File: src/rtl/nand_ecc_pkg.sv
package nand_ecc_pkg;

    localparam int SECT_MIN_LOG2 = 8;
    localparam int SECT_MAX_LOG2 = 13;
    localparam int SIZE_CODE_W   = 3;
    localparam int BYTE_W        = 8;
    localparam int BIT_IDX_W     = $clog2(BYTE_W);
    localparam int ADDR_W        = SECT_MAX_LOG2;
    localparam int CNT_W         = SECT_MAX_LOG2 + 1;
    localparam int COL_W         = 2 * BIT_IDX_W;
    localparam int LINE_W        = 2 * ADDR_W;
    localparam int ECC_W         = LINE_W + COL_W;

    typedef logic [SIZE_CODE_W-1:0] size_code_t;

    // One captured bus byte with its position in the sector
    typedef struct packed {
        logic [BYTE_W-1:0] data;
        logic [ADDR_W-1:0] addr;
        logic              last;
    } ecc_beat_t;

    // Parity code: byte-address terms above, bit-position terms below
    typedef struct packed {
        logic [LINE_W-1:0] line;
        logic [COL_W-1:0]  col;
    } ecc_code_t;

    function automatic int addr_log2(size_code_t code);
        int w;
        w = SECT_MIN_LOG2 + int'(code);
        if (w > SECT_MAX_LOG2) w = SECT_MAX_LOG2;
        return w;
    endfunction

    function automatic logic [CNT_W-1:0] sector_len(size_code_t code);
        return CNT_W'(1) << addr_log2(code);
    endfunction

    function automatic logic [ECC_W-1:0] code_mask(size_code_t code);
        logic [ECC_W:0] m;
        m = ((ECC_W+1)'(1) << (2 * (addr_log2(code) + BIT_IDX_W))) - (ECC_W+1)'(1);
        return m[ECC_W-1:0];
    endfunction

    // Odd term for positions with bit k set, even term for bit k clear
    function automatic logic [COL_W-1:0] column_terms(logic [BYTE_W-1:0] d);
        logic [COL_W-1:0] t;
        t = '0;
        for (int k = 0; k < BIT_IDX_W; k++) begin
            for (int b = 0; b < BYTE_W; b++) begin
                if (((b >> k) & 1) == 1) t[2*k+1] = t[2*k+1] ^ d[b];
                else                     t[2*k]   = t[2*k]   ^ d[b];
            end
        end
        return t;
    endfunction

    function automatic logic [LINE_W-1:0] line_terms(logic [ADDR_W-1:0] a, logic bp);
        logic [LINE_W-1:0] t;
        for (int j = 0; j < ADDR_W; j++) begin
            t[2*j+1] = bp & a[j];
            t[2*j]   = bp & ~a[j];
        end
        return t;
    endfunction

endpackage

File: src/rtl/nand_ecc_sector_ctl.sv
module nand_ecc_sector_ctl
    import nand_ecc_pkg::*;
(
    input  logic              clk,
    input  logic              rst,
    input  logic              ecc_en,
    input  size_code_t        size_code,
    input  logic              byte_vld,
    input  logic [BYTE_W-1:0] byte_data,
    output size_code_t        size_q,
    output logic              beat_vld,
    output ecc_beat_t         beat
);

    logic [CNT_W-1:0] cnt;
    logic [CNT_W-1:0] limit;
    logic             full;
    logic             accept;

    assign limit  = sector_len(size_q);
    assign full   = (cnt == limit);
    assign accept = ecc_en & byte_vld & ~full;

    always_ff @(posedge clk) begin
        if (rst)         size_q <= '0;
        else if (!ecc_en) size_q <= size_code;
    end

    always_ff @(posedge clk) begin
        if (rst || !ecc_en) begin
            cnt      <= '0;
            beat_vld <= 1'b0;
            beat     <= '0;
        end else begin
            beat_vld <= accept;
            if (accept) begin
                beat.data <= byte_data;
                beat.addr <= cnt[ADDR_W-1:0];
                beat.last <= (cnt == limit - CNT_W'(1));
                cnt       <= cnt + CNT_W'(1);
            end
        end
    end

    AST_COUNT_BOUNDED: assert property (@(posedge clk) disable iff (rst)
        cnt <= limit);
    AST_SIZE_FROZEN: assert property (@(posedge clk) disable iff (rst)
        ecc_en |=> $stable(size_q));
    AST_DISABLE_CLEARS: assert property (@(posedge clk) disable iff (rst)
        !ecc_en |=> (cnt == '0 && !beat_vld));

endmodule

File: src/rtl/nand_ecc_fold.sv
module nand_ecc_fold
    import nand_ecc_pkg::*;
(
    input  logic      clk,
    input  logic      rst,
    input  logic      ecc_en,
    input  logic      beat_vld,
    input  ecc_beat_t beat,
    output ecc_code_t acc,
    output logic      done
);

    logic byte_par;

    assign byte_par = ^beat.data;

    always_ff @(posedge clk) begin
        if (rst || !ecc_en) begin
            acc  <= '0;
            done <= 1'b0;
        end else if (beat_vld) begin
            acc.line <= acc.line ^ line_terms(beat.addr, byte_par);
            acc.col  <= acc.col ^ column_terms(beat.data);
            if (beat.last) done <= 1'b1;
        end
    end

    AST_ACC_HOLDS_IDLE: assert property (@(posedge clk) disable iff (rst)
        (ecc_en && !beat_vld) |=> $stable(acc));
    AST_DONE_STICKY: assert property (@(posedge clk) disable iff (rst)
        (done && ecc_en) |=> done);

endmodule

File: src/rtl/nand_ecc_acc.sv
module nand_ecc_acc
    import nand_ecc_pkg::*;
(
    input  logic                   clk,
    input  logic                   rst,
    input  logic                   ecc_en,
    input  logic [SIZE_CODE_W-1:0] size_code,
    input  logic                   byte_vld,
    input  logic [BYTE_W-1:0]      byte_data,
    output logic [ECC_W-1:0]       ecc_result,
    output logic                   sector_done,
    output logic                   write_pending
);

    size_code_t size_q;
    logic       beat_vld;
    ecc_beat_t  beat;
    ecc_code_t  acc;
    logic       done;

    nand_ecc_sector_ctl u_ctl (
        .clk       (clk),
        .rst       (rst),
        .ecc_en    (ecc_en),
        .size_code (size_code),
        .byte_vld  (byte_vld),
        .byte_data (byte_data),
        .size_q    (size_q),
        .beat_vld  (beat_vld),
        .beat      (beat)
    );

    nand_ecc_fold u_fold (
        .clk      (clk),
        .rst      (rst),
        .ecc_en   (ecc_en),
        .beat_vld (beat_vld),
        .beat     (beat),
        .acc      (acc),
        .done     (done)
    );

    assign ecc_result    = acc & code_mask(size_q);
    assign sector_done   = done;
    assign write_pending = beat_vld;

    AST_DONE_NOTHING_PENDING: assert property (@(posedge clk) disable iff (rst)
        sector_done |-> !write_pending);
    AST_ENABLE_LOW_CLEARS: assert property (@(posedge clk) disable iff (rst)
        !ecc_en |=> (ecc_result == '0 && !sector_done));

endmodule

File: config.mk
export PLATFORM = sky130hd
export DESIGN_NAME = nand_ecc_acc
export DESIGN_NICKNAME = d
export VERILOG_FILES = /design/src/rtl/nand_ecc_pkg.sv /design/src/rtl/nand_ecc_sector_ctl.sv /design/src/rtl/nand_ecc_fold.sv /design/src/rtl/nand_ecc_acc.sv
export SDC_FILE = /design/constraint.sdc
export NUM_CORES = 1
export LEC_CHECK = 0
export BUFFER_PORTS_ARGS = -buffer_cell sky130_fd_sc_hd__buf_2
export CAP_MARGIN = 20
export CORE_ASPECT_RATIO = 0.9
export CORE_MARGIN = 1.5
export CORE_UTILIZATION = 45
export CTS_BUF_LIST = sky130_fd_sc_hd__clkbuf_8
export CTS_CLUSTER_SIZE = 20
export DETAILED_ROUTE_END_ITERATION = 7
export GPL_TIMING_DRIVEN = 0
export PLACE_DENSITY_LB_ADDON = 0.15
export SYNTH_ARGS = -nofsm -noshare
export SYNTH_HDL_FRONTEND = slang
export SYNTH_HIERARCHICAL = 1
export SYNTH_SLANG_ARGS = --single-unit
File: constraint.sdc
create_clock -name clk -period 4.6 [get_ports clk]
set_input_delay 1.15 -clock clk [delete_from_list [all_inputs] [get_ports clk]]
set_output_delay 1.15 -clock clk [all_outputs]
set_load 0.03 [all_outputs]
==> metrics.txt, run 1 <==
antenna violations before repair 0; core outline area 0.009042 mm^2; Final Util 52.94%; Mapped Area 0.004174 mm^2; Rows 33; final hold vios 0; crit end category output port; Antenna Nets Post-Route 0; Leakage 1.704 nW; area grow syn2layout 14.69%; vias in the first global route 3349; die area 0.009863 mm^2; CTS buffer count 9; worst slew pin tran 638.7 ps; Area contributors post-synth dfxtp_1 (35%), xnor2_1 (4.0%), o21ai_1 (3.7%); Vias/cell 5.613; setup repair bufs after CTS 0; Die Ht 94.37 um; CTS max path bufs 2; DRC errors left 0; Nets 576; Reg2Reg Setup Slack 2420 ps; Tcrit/Tclk final 95.88%; MaxCap Viol Count 0; number of synthesized flops with an enable pin 0; fin crit period 4411 ps; reg2reg start u_ctl/size_q[1]; CP Class reg2out; Met2 Wirelength 5027 um; clock-pin slew on the worst setup and hold paths 80 ps; setup_tns 0 ps; metal3 WL 405 um; run status complete, no violations; Final setup viols 0; Wirelength per Cell 15.68 um; die width 104.5 um; RSZ-0062 raised after global routing false; M1 wire length 5180 um; Worst-Skew Late Latency 350 ps; CP max FO 12; Synth Instances 497; layout cell share with drive strength beyond 1 18.72%; highest metal used met4; first-pass GRT wire length 17080 um; DRT Wirelength 10710 um; Worst setup SP type register; area leader, netlist dfxtp_1; GP Congestion 0.8756; syn_nets 517; Slew Limit Fails 0; CP arrival 3260 ps; largest net degree at the start of global routing 14; sequential fraction of the synthesis area 35.01%; I/O Buffers 48; CTS tree yes; HP Class reg2reg; GRT overflow 0; fraction of registers with async set/reset 0%; ant diodes 0; Vias 3834; DP Wirelength 8048 um; GRT Total Usage 21.74%; drt initial violations 165; Worst path slowest cell nor4bb_1; IO Pins 49; Yosys top cell area share 35.01%; Main synth FF type dfxtp_1; Synth Warn # 6; Worst IR Drop VDD 0.1490 mV; CP required 3450 ps; power density cells 295.8 mW/mm^2; CP Cell Sequence nor2_1 > inv_2 > ha_1 > buf_2 > nor2b_1 > nand2_1 > ha_1 > nor4bb_1 > a2111oi_2 > o221a_1 > buf_2; Starting Density 46.16%; syn_area_per_cell 8.398 um^2; Hold Crit Start u_ctl/beat[0]; root buf cell clkbuf_8; Critical Path Max Stage Delay 460 ps; Buf+Inv Stages, Crit Path 3; clk sinks 73; number of hold buffers added after cts 0; clock skew 12.11 ps; delay-heaviest family, CP simple AND/OR/NAND/NOR gates; Critical Path Source u_ctl/size_q[0]; H-tree depth 3; Netlist cell types 63; Seq cells post-synth 73; Pre-antenna DRT Iters 5; fmax 226.7 MHz; Worst slew margin 57.42%
-- logic make-up (layout without fill, tap and decap cells) --
family	count (synthesis)	in the layout	synth area share, %
fa+ha+maj	5	5	1.499
flops	73	73	35.01
mux	7	7	1.679
simple gates	182	182	23.80
compound gates	140	140	23.11
other cells	1	1	0.08984
xor+xnor	35	35	7.524
buf+inv	54	118	7.284
-- routing by layer --
layer	up-vias	global-route usage (%)
met5	-	0
met4	0	6.366
met3	7	3.658
met2	75	36.13
met1	1851	29.15
li1	1901	-
-- metrics by stage --
step / instances / setup WS [ps] / area, um^2 / hold slack (ps) / total power, mW
after floorplan: 497 / 951.6 / 4174 / 434.8 / 0.8140
after global placement: 667 / 528.7 / 4567 / 449.0 / 0.8657
after detailed placement: 667 / 521.9 / 4567 / 453.2 / 0.8683
after CTS: 683 / 120.5 / 4786 / 465.6 / 1.424
after global routing: 683 / 14.24 / 4787 / 487.6 / 1.475
final: 683 / 189.4 / 4787 / 465.3 / 1.416
-- report_power, final --
group / leakage [nW] / switching, mW / internal, mW
registers: 0.589 / 0.00723 / 0.637
logic: 1.01 / 0.134 / 0.0777
clock network: 0.109 / 0.255 / 0.305
-- state kept, by name (all words and copies together) (netlist names) --
signal	cells
u_ctl/beat_vld	1
u_ctl/cnt	14
u_fold/done	1
u_fold/acc	32
u_ctl/beat	22
u_ctl/size_q	3
-- timing repair --
item | 4_1_cts | 5_1_grt
resized for setup | 0 | 2
endpoints found under the setup margin | 0 | 2
hold endpoints to repair | 0 | 0
-- cells in the mapped netlist, types with 2 or more instances --
cell type,count
a21boi_0,2
a21boi_1,3
a21oi_1,30
a21oi_2,12
and2_1,20
and3_1,2
and4_1,2
buf_1,3
buf_2,6
buf_4,2
buf_6,10
clkbuf_1,23
dfxtp_1,73
ha_1,5
inv_1,8
mux2i_1,7
nand2_1,32
nand2b_1,17
nand3_1,25
nand3b_1,3
nand4_1,6
nor2_1,28
nor2b_1,7
nor3_1,6
nor4bb_1,3
o211ai_1,2
o21a_1,5
o21ai_0,10
o21ai_1,31
o21ba_2,2
o311ai_0,13
o31ai_1,3
o41ai_1,13
or3_1,18
or4_1,5
xnor2_1,19
xor2_1,15
-- final timing paths --
kind                                       end  cells past startpoint
worst max-delay path            ecc_result[24]                     11
worst min-delay path             u_ctl/beat[0]                      2
worst max register to register  u_ctl/beat[14]                      7
worst min register to register   u_ctl/beat[0]                      2
-- layout by cell type, fill, tap and decap left out, types with 5 or more instances in the layout --
cell	n
nor2b_1	7
o311ai_0	13
inv_1	8
a21oi_2	12
o21ai_1	31
dfxtp_1	73
xnor2_1	19
nor3_1	6
clkbuf_8	9
buf_2	54
xor2_1	15
o41ai_1	13
and2_1	20
nor2_1	28
a21oi_1	30
nand2b_1	17
nand3_1	25
clkbuf_1	22
or4_1	5
or3_1	18
o21a_1	5
ha_1	5
nand2_1	32
mux2i_1	7
nand4_1	6
o21ai_0	10
buf_6	10
-- cell type report --
class                           count  area, um^2
Buffer                             45       271.5
Clock buffer                        9       123.9
Clock inverter                      7       95.09
Fill cell                         891        4255
Inverter                            9       33.78
Multi-Input combinational cell    370        2409
Sequential cell                    73        1461
Tap cell                          122       152.6
Timing Repair Buffer               48       240.2
-- worst reg2reg max path, stage by stage (launching register included) --
cell and delay (ps):
dfxtp_1 400, buf_6 180, or2_1 230, or4_1 540, a31o_2 250, clkbuf_1 230
nand3_1 180, a21oi_2 60
Power figures use the tool's default switching activity.
==> run 2: changes to the inputs <==
--- a/config.mk
+++ b/config.mk
@@ -5,7 +5,7 @@
 export SDC_FILE = /design/constraint.sdc
 export NUM_CORES = 1
 export LEC_CHECK = 0
-export BUFFER_PORTS_ARGS = -buffer_cell sky130_fd_sc_hd__buf_2
+export BUFFER_PORTS_ARGS = -buffer_cell sky130_fd_sc_hd__clkbuf_2
 export CAP_MARGIN = 20
 export CORE_ASPECT_RATIO = 0.9
 export CORE_MARGIN = 1.5
==> metrics.txt, run 2 (synthesis gave the netlist of run 1 again) <==
run status complete, no violations (unchanged); Rows 33 (unchanged); Final setup viols 0 (unchanged); Crit path top cell by count ha_1; largest register by flop count u_fold/acc (unchanged); Slew Limit Fails 0 (unchanged); DP Wirelength 7989 um (was 8048 um); area grow syn2layout 15.26% (was 14.69%); Hold Path Depth 2 (unchanged); DRC errors left 0 (unchanged); WHS Endpoint u_ctl/beat[0] (unchanged); clock-pin slew on the worst setup and hold paths 80 ps (about the same); most common cell after layout, fill and taps aside dfxtp_1 (unchanged); Leakage 1.681 nW (was 1.704 nW); switch share 26.53% (was 27.98%); Fillers 910 (was 891); Levels on crit path 11 (unchanged); Worst IR Drop VDD 0.1552 mV (was 0.1490 mV); GRT Total Usage 21.82% (was 21.74%); CP max FO 12 (unchanged); Comb power frac 14.5% (was 15.0%); met3 Usage GRT 3.796% (was 3.658%); met2 GRT Util 36.73% (was 36.13%); ant diodes 0 (unchanged); H-tree depth 3 (unchanged); clock skew 12.97 ps (was 12.11 ps); Critical Path Max Stage Delay 440 ps (was 460 ps); final hold vios 0 (unchanged); power density cells 304.0 mW/mm^2 (was 295.8 mW/mm^2); leading registers by flop count u_fold/acc: 32 flops, u_ctl/beat: 22 flops, u_ctl/cnt: 14 flops (unchanged); GP Congestion 0.8772 (was 0.8756); Tcrit/Tclk final 95.94% (was 95.88%); CP arrival 3260 ps (about the same); Worst-Skew Late Latency 350 ps (about the same); Vias 3747 (was 3834); Reg power frac 44.1% (was 45.5%); core outline area 0.009042 mm^2 (unchanged); Antenna Nets Post-Route 0 (unchanged); setup_tns 0 ps (unchanged); fmax 226.6 MHz (was 226.7 MHz); first-pass GRT wire length 17390 um (was 17080 um); CTS buffer count 9 (unchanged); Vias/cell 5.486 (was 5.613); clk sinks 73 (unchanged); HP Class reg2reg (unchanged); I/O Buffers 48 (unchanged); reg2reg start u_ctl/cnt[2] (was u_ctl/size_q[1]); layout cell share with drive strength beyond 1 18.72% (unchanged); Worst setup SP type register (unchanged); MaxCap Viol Count 0 (unchanged); Starting Density 46.16% (unchanged); DRT Wirelength 10630 um (was 10710 um); vias in the first global route 3478 (was 3349); internal power 1.074 mW (was 1.020 mW); busiest grt layer met2 (unchanged); Hold Crit Start u_ctl/beat[0] (unchanged); CP Class reg2out (unchanged); crit end category output port (unchanged); total power 1.462 mW (was 1.416 mW); CP required 3450 ps (about the same); number of hold buffers added after cts 0 (unchanged); CP Cell Sequence nor2_1 > inv_2 > ha_1 > buf_2 > nor2b_1 > nand2_1 > ha_1 > nor4bb_1 > a2111oi_2 > o221a_1 > clkbuf_2 (was nor2_1 > inv_2 > ha_1 > buf_2 > nor2b_1 > nand2_1 > ha_1 > nor4bb_1 > a2111oi_2 > o221a_1 > buf_2); clock network fraction of design power 41.4% (was 39.6%); RR Endpoint u_ctl/beat[5] (was u_ctl/beat[14]); Nets 576 (unchanged); Die Ht 94.37 um (unchanged); die area 0.009863 mm^2 (unchanged); met1 Use GR 29.47% (was 29.15%); Wirelength per Cell 15.57 um (was 15.68 um); most frequent cells in the layout dfxtp_1 (73), clkbuf_2 (49), nand2_1 (32) (was dfxtp_1 (73), buf_2 (54), nand2_1 (32)); GRT overflow 0 (unchanged); Worst path slowest cell dfxtp_1 (was nor4bb_1); IO Pins 49 (unchanged); largest net degree at the start of global routing 14 (unchanged); root buf cell clkbuf_8 (unchanged); antenna violations before repair 0 (unchanged); worst slew pin tran 652.5 ps (was 638.7 ps); drt initial violations 134 (was 165); fin crit period 4413 ps (was 4411 ps); Worst slew margin 56.50% (was 57.42%); Pre-antenna DRT Iters 4 (was 5); Buf+Inv Stages, Crit Path 3 (unchanged); die width 104.5 um (unchanged); CTS tree yes (unchanged); Reg2Reg Setup Slack 2390 ps (was 2420 ps); delay-heaviest family, CP simple AND/OR/NAND/NOR gates (unchanged); R2R depth 7 (unchanged); Switch Pwr 0.3879 mW (was 0.3962 mW); RSZ-0062 raised after global routing false (unchanged); max reg flops 32 (unchanged); CTS max path bufs 2 (unchanged)
run 2: changes by cell type in the layout (fill, tap and decap cells not counted):
cell	previous run	this run
buf_2	54	6
bufinv_16	2	3
clkbuf_2	1	49
clkinv_2	2	1
clkinv_4	2	1
clkinvlp_4	1	2
run 2: power by group through the flow:
stage                     combinational (mW)  clock [mW]  sequential [mW]
after CTS                              0.211       0.617            0.644
final                                  0.213       0.605            0.644
after global routing                   0.233       0.640            0.645
after global placement                 0.207           0            0.659
after floorplan                        0.157           0            0.657
after detailed placement               0.210           0            0.659
run 2: worst min-delay path, delay by kind of cell, from the launching register on:
family	cells	cell delay (ps)
DFF	1	320
muxes	1	60
and+or+nand+nor	1	50
run 2: metrics by stage:
stage | cell area [um^2] | cells | hold slack (ps) | setup WS [ps] | utilization [%]
2_1_floorplan | 4174 | 497 | 434.8 | 951.6 | -
3_3_place_gp | 4567 | 667 | 448.7 | 513.0 | 50.51
3_5_place_dp | 4567 | 667 | 452.6 | 483.7 | 50.51
4_1_cts | 4810 | 683 | 473.6 | 94.62 | 53.19
5_1_grt | 4811 | 683 | 511.7 | 13.89 | 53.20
6_report | 4811 | 683 | 475.9 | 187.0 | 53.20
run 2: area by class of cell:
cell class                 count  area (um^2)  area share, %
sequential                    73         1461          30.38
tap                          122        152.6          3.173
inverter                       9        33.78         0.7022
multi-input combinational    370         2409          50.07
buffer                        45        271.5          5.644
clock inverter                 7        118.9          2.471
clock buffer                   9        123.9          2.575
timing repair buffer          48        240.2          4.993
run 2: worst max path at each step:
| stage | start | slack, ps | endpoint |
|---|---|---|---|
| final | u_ctl/size_q[0] | 190 | ecc_result[24] |
| after global routing | u_ctl/size_q[0] | 10 | ecc_result[20] |
| after CTS | u_ctl/size_q[0] | 90 | ecc_result[16] |
| after detailed placement | u_ctl/size_q[0] | 480 | ecc_result[16] |
| after global placement | u_ctl/size_q[0] | 510 | ecc_result[16] |
| after floorplan | u_ctl/size_q[0] | 950 | ecc_result[20] |
run 2: per-layer routing:
| metal | vias up | routed length, um |
|---|---|---|
| met2 | 92 | 4990 |
| met4 | 0 | 89 |
| met1 | 1747 | 5074 |
| met3 | 9 | 477 |
| li1 | 1899 | - |
| met5 | - | 0 |
run 2: timing repair:
action | CTS | global route
endpoints found under the setup margin | 0 | 3
hold endpoints to repair | 0 | 0
setup buffers | 0 | 0
resized for setup | 0 | 2
==> run 3: changes to the inputs <==
--- a/config.mk
+++ b/config.mk
@@ -14,7 +14,6 @@
 export CTS_CLUSTER_SIZE = 20
 export DETAILED_ROUTE_END_ITERATION = 7
 export GPL_TIMING_DRIVEN = 0
-export PLACE_DENSITY_LB_ADDON = 0.15
 export SYNTH_ARGS = -nofsm -noshare
 export SYNTH_HDL_FRONTEND = slang
 export SYNTH_HIERARCHICAL = 1
==> metrics.txt, run 3 (synthesis gave the netlist of run 1 again) <==
Starting Density 46.16% (unchanged); RSZ-0062 raised after global routing false (unchanged); clk sinks 73 (unchanged); M1 wire length 5224 um (was 5074 um); setup_tns 0 ps (unchanged); most frequent cells in the layout dfxtp_1 (73), clkbuf_2 (49), nand2_1 (32) (unchanged); MaxCap Viol Count 0 (unchanged); leading registers by flop count u_fold/acc: 32 flops, u_ctl/beat: 22 flops, u_ctl/cnt: 14 flops (unchanged); first-pass GRT wire length 17320 um (was 17390 um); Critical Path Max Stage Delay 430 ps (was 440 ps); Antenna Nets Post-Route 0 (unchanged); Crit path top cell by count ha_1 (unchanged); metal3 WL 391 um (was 477 um); I/O Buffers 48 (unchanged); Slew Limit Fails 0 (unchanged); Leakage 1.652 nW (was 1.681 nW); Vias 3793 (was 3747); number of hold buffers added after cts 0 (unchanged); crit end category output port (unchanged); largest register by flop count u_fold/acc (unchanged); core outline area 0.009042 mm^2 (unchanged); die area 0.009863 mm^2 (unchanged); CTS buffer count 9 (unchanged); layout cell share with drive strength beyond 1 18.54% (was 18.72%); DRC errors left 0 (unchanged); vias in the first global route 3419 (was 3478); fin crit period 4343 ps (was 4413 ps); die width 104.5 um (unchanged); area grow syn2layout 13.34% (was 15.26%); Worst path slowest cell dfxtp_1 (unchanged); run status complete, no violations (unchanged); Met2 Wirelength 4831 um (was 4990 um); HP Class reg2reg (unchanged); Final setup viols 0 (unchanged); CTS max path bufs 2 (unchanged); CP Class reg2out (unchanged); Rows 33 (unchanged); final hold vios 0 (unchanged); IO Pins 49 (unchanged); power density cells 271.1 mW/mm^2 (was 304.0 mW/mm^2); Worst IR Drop VDD 0.1654 mV (was 0.1552 mV); DP Wirelength 8013 um (was 7989 um); root buf cell clkbuf_8 (unchanged); Worst setup SP type register (unchanged); highest metal used met4 (unchanged); register area 0.001461 mm^2 (unchanged); setup repair bufs after CTS 0 (unchanged); max reg flops 32 (unchanged); CTS tree yes (unchanged); CP required 3450 ps (about the same); CP max FO 12 (unchanged); CP arrival 3190 ps (was 3260 ps); clock-pin slew on the worst setup and hold paths 70 ps (was 80 ps); CP Cell Sequence nor2_1 > inv_2 > ha_1 > buf_2 > nor2b_1 > nand2_1 > ha_1 > or3_1 > o22a_1 > a21boi_1 > clkbuf_2 (was nor2_1 > inv_2 > ha_1 > buf_2 > nor2b_1 > nand2_1 > ha_1 > nor4bb_1 > a2111oi_2 > o221a_1 > clkbuf_2); largest net degree at the start of global routing 13 (was 14); Pre-antenna DRT Iters 4 (unchanged); H-tree depth 3 (unchanged); Wirelength per Cell 15.52 um (was 15.57 um); GRT Total Usage 22.07% (was 21.82%); worst slew pin tran 640.7 ps (was 652.5 ps); Die Ht 94.37 um (unchanged); ant diodes 0 (unchanged); Final Util 52.32% (was 53.20%); most common cell after layout, fill and taps aside dfxtp_1 (unchanged); antenna violations before repair 0 (unchanged); Worst slew margin 57.20% (was 56.50%); Tcrit/Tclk final 94.42% (was 95.94%); Nets 576 (unchanged); fmax 230.2 MHz (was 226.6 MHz); Vias/cell 5.553 (was 5.486); DRT Wirelength 10600 um (was 10630 um); area of the multi-input gates 0.002409 mm^2 (unchanged); clock skew 6.673 ps (was 12.97 ps); Worst-Skew Late Latency 350 ps (about the same); drt initial violations 171 (was 134); GRT overflow 0 (unchanged); Fillers 894 (was 910); GP Congestion 0.8521 (was 0.8772)
run 3: changes by cell type in the layout (fill, tap and decap cells not counted), sizes merged:
cell	previous run	this run
bufinv	3	0
clkinv	2	4
inv	9	10
run 3: layout make-up:
type | instances | share of cell area, %
buffer | 45 | 5.739
clock inverter | 7 | 0.8199
timing repair buffer | 48 | 5.078
clock buffer | 9 | 2.618
sequential | 73 | 30.89
multi-input combinational | 370 | 50.91
inverter | 9 | 0.7141
tap | 122 | 3.227
run 3: repair_timing:
item,4_1_cts,5_1_grt
resized for setup,0,2
endpoints found under the hold margin,0,0
setup endpoints to repair,0,2
run 3: final timing paths:
kind / slack, ps / startpoint / depth (start not counted) / to
setup / recovery: 260 / u_ctl/size_q[0] / 11 / ecc_result[20]
setup reg to reg: 2390 / u_ctl/cnt[2] / 7 / u_ctl/beat[10]
hold reg to reg: 470 / u_ctl/beat[0] / 2 / u_ctl/beat[0]
hold / removal: 470 / u_ctl/beat[0] / 2 / u_ctl/beat[0]
run 3: where the power goes:
group | leakage [nW] | total [mW] | internal (mW) | switching (mW)
combinational | 0.977 | 0.212 | 0.0775 | 0.135
sequential | 0.589 | 0.644 | 0.637 | 0.00750
clock | 0.0860 | 0.426 | 0.190 | 0.237
total | 1.65 | 1.28 | 0.904 | 0.379
run 3: through the flow:
stage	area, um^2	setup WS (ps)	hold WS (ps)	total power [mW]	instances
final	4731	256.7	467.8	1.283	683
after global routing	4731	13.80	493.0	1.344	683
after CTS	4730	99.35	472.7	1.297	683
after detailed placement	4567	490.0	458.0	0.8693	667
after global placement	4567	503.7	447.2	0.8669	667
after floorplan	4174	951.6	434.8	0.8140	497
run 3: metal layers:
metal	GRT usage [%]	up-vias
li1	-	1923
met1	29.98	1776
met2	35.64	80
met3	4.210	14
met4	6.829	0
met5	0	-
run 3: critical path, delay by kind of cell, from the launching register on:
kind / cells / cell delay, ps
AOI/OAI and AO/OA: 2 / 320
adders and majority gates: 2 / 640
buffers and inverters: 3 / 490
DFF: 1 / 430
and+or+nand+nor: 4 / 960
